--- src/rtl/chain_enum_pkg.sv ---
package chain_enum_pkg;

    // Phase of the enumeration sequence
    typedef enum logic [1:0] {
        PH_IDLE  = 2'd0,   // no reset seen since power-up
        PH_COUNT = 2'd1,   // reset released, waiting for the zero
        PH_DONE  = 2'd2    // index captured
    } phase_e;

endpackage

--- src/rtl/chain_idx_counter.sv ---
// Saturating edge counter for the enumeration window.
module chain_idx_counter #(
    parameter int CNT_W   = 6,
    parameter int CNT_MAX = 63
) (
    input  logic             clk,
    input  logic             clr,
    input  logic             inc,
    output logic [CNT_W-1:0] count
);

    localparam logic [CNT_W-1:0] LIMIT = CNT_W'(CNT_MAX);

    typedef struct packed {
        logic [CNT_W-1:0] cnt;
    } cnt_state_t;

    cnt_state_t st_d, st_q;

    always_comb begin
        st_d = st_q;
        if (clr) begin
            st_d.cnt = '0;
        end else if (inc && (st_q.cnt != LIMIT)) begin
            st_d.cnt = st_q.cnt + 1'b1;
        end
    end

    always_ff @(negedge clk) begin
        st_q <= st_d;
    end

    assign count = st_q.cnt;

endmodule

--- src/rtl/chain_idx_capture.sv ---
// Holds the captured index, the done flag and the chain output.
module chain_idx_capture #(
    parameter int IDX_W = 6
) (
    input  logic             clk,
    input  logic             clr,
    input  logic             cap,
    input  logic [IDX_W-1:0] cnt_val,
    output logic [IDX_W-1:0] idx,
    output logic             done,
    output logic             out
);

    typedef struct packed {
        logic [IDX_W-1:0] idx;
        logic             done;
        logic             out;
    } cap_state_t;

    cap_state_t st_d, st_q;

    always_comb begin
        st_d = st_q;
        if (clr) begin
            st_d.idx  = '0;
            st_d.done = 1'b0;
            st_d.out  = 1'b1;
        end else if (cap) begin
            st_d.idx  = cnt_val;
            st_d.done = 1'b1;
            st_d.out  = 1'b0;
        end
    end

    always_ff @(negedge clk) begin
        st_q <= st_d;
    end

    assign idx  = st_q.idx;
    assign done = st_q.done;
    assign out  = st_q.out;

endmodule

--- src/rtl/chain_index_enum.sv ---
// Reset-time self-addressing for one device on a daisy-chained serial bus.
module chain_index_enum
    import chain_enum_pkg::*;
#(
    parameter int MAX_DEVICES = 64
) (
    input  logic                           sclk,
    input  logic                           rst_smp,
    input  logic                           cmd_smp,
    input  logic                           chain_in,
    output logic                           chain_out,
    output logic [$clog2(MAX_DEVICES)-1:0] dev_index,
    output logic                           enum_done
);

    localparam int IDX_W = $clog2(MAX_DEVICES);

    typedef struct packed {
        phase_e phase;
    } top_state_t;

    top_state_t        st_d, st_q;
    logic              clr_w, cap_w, inc_w;
    logic [IDX_W-1:0]  cnt_w;
    logic              unused_cmd;

    // the command line takes no part in enumeration
    assign unused_cmd = cmd_smp;

    always_comb begin
        st_d  = st_q;
        clr_w = rst_smp;
        cap_w = 1'b0;
        inc_w = 1'b0;
        if (rst_smp) begin
            st_d.phase = PH_COUNT;
        end else if (st_q.phase == PH_COUNT) begin
            if (!chain_in) begin
                cap_w      = 1'b1;
                st_d.phase = PH_DONE;
            end else begin
                inc_w = 1'b1;
            end
        end
    end

    always_ff @(negedge sclk) begin
        st_q <= st_d;
    end

    chain_idx_counter #(
        .CNT_W   (IDX_W),
        .CNT_MAX (MAX_DEVICES - 1)
    ) u_counter (
        .clk   (sclk),
        .clr   (clr_w),
        .inc   (inc_w),
        .count (cnt_w)
    );

    chain_idx_capture #(
        .IDX_W (IDX_W)
    ) u_capture (
        .clk     (sclk),
        .clr     (clr_w),
        .cap     (cap_w),
        .cnt_val (cnt_w),
        .idx     (dev_index),
        .done    (enum_done),
        .out     (chain_out)
    );

endmodule

--- config.mk ---
export PLATFORM = sky130hd
export DESIGN_NAME = chain_index_enum
export DESIGN_NICKNAME = d
export VERILOG_FILES = /design/src/rtl/chain_enum_pkg.sv /design/src/rtl/chain_idx_counter.sv /design/src/rtl/chain_idx_capture.sv /design/src/rtl/chain_index_enum.sv
export SDC_FILE = /design/constraint.sdc
export NUM_CORES = 1
export LEC_CHECK = 0
export BUFFER_PORTS_ARGS = -buffer_cell sky130_fd_sc_hd__buf_2
export CAP_MARGIN = 20
export CORE_UTILIZATION = 49
export CTS_BUF_LIST = sky130_fd_sc_hd__clkbuf_16
export DETAILED_ROUTE_END_ITERATION = 10
export GPL_ROUTABILITY_DRIVEN = 0
export PLACE_DENSITY = 0.77
export SLEW_MARGIN = 40
export SYNTH_ARGS = -nofsm -noshare
export SYNTH_HDL_FRONTEND = slang
export SYNTH_HIERARCHICAL = 1
export SYNTH_SLANG_ARGS = --single-unit
--- constraint.sdc ---
create_clock -name sclk -period 3.63 [get_ports sclk]
set_input_delay 0.363 -clock sclk [delete_from_list [all_inputs] [get_ports sclk]]
set_output_delay 0.363 -clock sclk [all_outputs]
set_load 0.01 [all_outputs]
==> impl_metrics.toml <==
[synthesis]
synth_compound_area_share_pct = 13.3
syn_area_um2 = 724
ys_ff_latch = 16
synth_top_cell_by_area = "dfxtp_1"
netlist_top_cells_count = "16 x dfxtp_1, 9 x nor2_1, 8 x inv_1"
synth_fa_ha_area_share_pct = 1.73
synth_top_family_by_area = "simple AND/OR/NAND/NOR gates"
yosysUniqueCellTypes = 31
synth_edf_count = 0
synth_most_common_cell = "dfxtp_1"
yosys.area_share.simple_pct = 23.5
yosysSeqAreaShare_pct = 44.2
synth_top_cell_area_share_pct = 44.2
syn_inst = 76
synth_nets = 81
synth_async_sr_flop_share_pct = 0
syn-mean-instance-area_um2 = 9.53
yosysWarningCount = 6
synth_xor_xnor_area_share_pct = 0
ys.flop_type = "dfxtp_1"
muxShareOfSynthArea_pct = 8.29
synth_area_leaders = "dfxtp_1 44%, mux2i_1 8.3%, nor2_1 4.7%, inv_1 4.1%, buf_6 3.1%"

[global_routing]
grt_max_degree = 22
grt_pass1_vias = 572
grt_first_pass_wirelength_um = 2240
antenna_found_initial = 0
gr-usage-all-layers_pct = 21.8
overflow = 0

[timing]
worstMarginPinSlew_ns = 0.282
setup_viol = 0
setup_tns_ns = 0
finalWorstSetupSlack_ns = 0.518
finalHoldViolCount = 0
holdWs_ns = 0.465
rsz0062_at_grt = "no"
skew_ns = 0.0143
slew_headroom_pct = 81.0
maxSlewViolCount = 0

[clocking]
cts_tree = "yes"
postCtsHoldBufs = 0
clkSlewWorstSetupHoldPaths_ns = 0.03
cts_buffers = 3
post_cts_buffers = 0
root_buffer = "clkbuf_16"
cts_resized = 0
htreeDepth = 1
cts.sinks = 16
clockBufferDepth = 2
clk_latency_ns = 0.34

[power_and_ir_drop]
power_per_cell_area_mw_per_mm2 = 562
irDropWorstVdd_uv = 395
leakage_nw = 0.401
power_mw = 0.507

[detailed_routing]
antenna_left = 0
wl_per_cell_um = 12.9
drt_wl_total_um = 1490
vias = 637
drtIter0Drc = 18
drcViolationCount = 0
firstDrtPassIters = 5
via_per_inst = 5.49

[status]
status = "finished, final reports clean"

[die]
placementRows = 13
io_pins = 12
start_util_pct = 54.3
die_y_um = 40.5
die_area_mm2 = 0.00164
chipWidth_um = 40.5
core_area_mm2 = 0.00133

[worst_setup_path]
max_stage_delay_ns = 0.41
crit_type = "in -> reg"
slowest_stage = "and4bb_2"
startpoint_type = "input port"
cp_max_fo = 10
critical_path.cell_chain = "buf_2, and4bb_2, nand4_1, nor4b_1, nor3b_1"
critPathTopFamily = "simple AND/OR/NAND/NOR gates"
path_buf_inv = 1
cp_data_required_time_ns = 2.02
worstPathArrival_ns = 1.50
cp-end-kind = "register"

[final_layout]
final_util_pct = 67.6
antenna_cells = 0
fin_cells = 116
drive_gt1_share_pct = 18.8
final_cell_area_um2 = 902
final_nets = 107
area_delta_synth_final_pct = 24.5

[run]
drv_cap = 0

[placed_design]
dpl-instance-area_um2 = 773
io_buffers = 10
dp_hpwl_um = 1020
dp_worst_setup_slack_ns = 0.187
placed_cells = 99

[min_path]
worstHoldPathType = "reg -> reg"
kinds of logic after synthesis:
group,count (synthesis)
simple gates,28
flops,16
compound gates,13
fa+ha+maj,1
mux,6
buf+inv,12
tightest hold or removal path: stages, from the launching register on:
cell     delay (ns)
dfxtp_1        0.31
nor2_1         0.04
nor2_1         0.07
sequential cells by signal, summed over array words and instances, names as in the netlist:
name             cells
st_q                 2
u_capture/done       1
u_capture/out        1
u_capture/idx        6
u_counter/count      6
area by class of cell:
type / instances / area (um^2)
fill: 120 / 432
inverter: 5 / 18.8
tap: 15 / 18.8
clock inverter: 17 / 65.1
timing repair buffer: 12 / 65.1
multi-input combinational: 48 / 339
clock buffer: 3 / 75.1
sequential: 16 / 320
layout by cell type (no fill, tap or decap), drive strengths merged, types with 2 or more instances in the layout:
cell type / netlist / final
a211oi: 2 / 2
a21oi: 2 / 2
a311oi: 2 / 2
buf: 3 / 12
clkbuf: 1 / 3
dfxtp: 16 / 16
inv: 8 / 21
mux2i: 6 / 6
nand2: 2 / 2
nand2b: 3 / 3
nand3: 2 / 2
nand4: 2 / 2
nor2: 9 / 9
nor3b: 3 / 3
nor4b: 2 / 2
layer usage:
metal  global-route usage [%]  part of all wire [%]  up-vias
met5                        0                     0        -
li1                         -                     -      319
met3                     12.8                   5.4        4
met2                     34.9                    54       21
met4                     16.7                   1.1        0
met1                     20.0                    40      293
worst paths after layout:
| path | cells past startpoint | start | slack, ns | to |
|---|---|---|---|---|
| setup / recovery | 5 | rst_smp | 0.52 | u_counter/count[5] |
| hold / removal | 2 | u_capture/done | 0.46 | u_capture/done |
| setup reg to reg | 4 | st_q[1] | 2.13 | u_counter/count[5] |
| hold reg to reg | 2 | u_capture/done | 0.46 | u_capture/done |
where the power goes:
part / leakage, nW / internal [mW] / switching (mW)
logic: 0.148 / 0.0144 / 0.0155
registers: 0.130 / 0.183 / 0.00601
clock network: 0.122 / 0.171 / 0.116
Power figures use the tool's default switching activity.
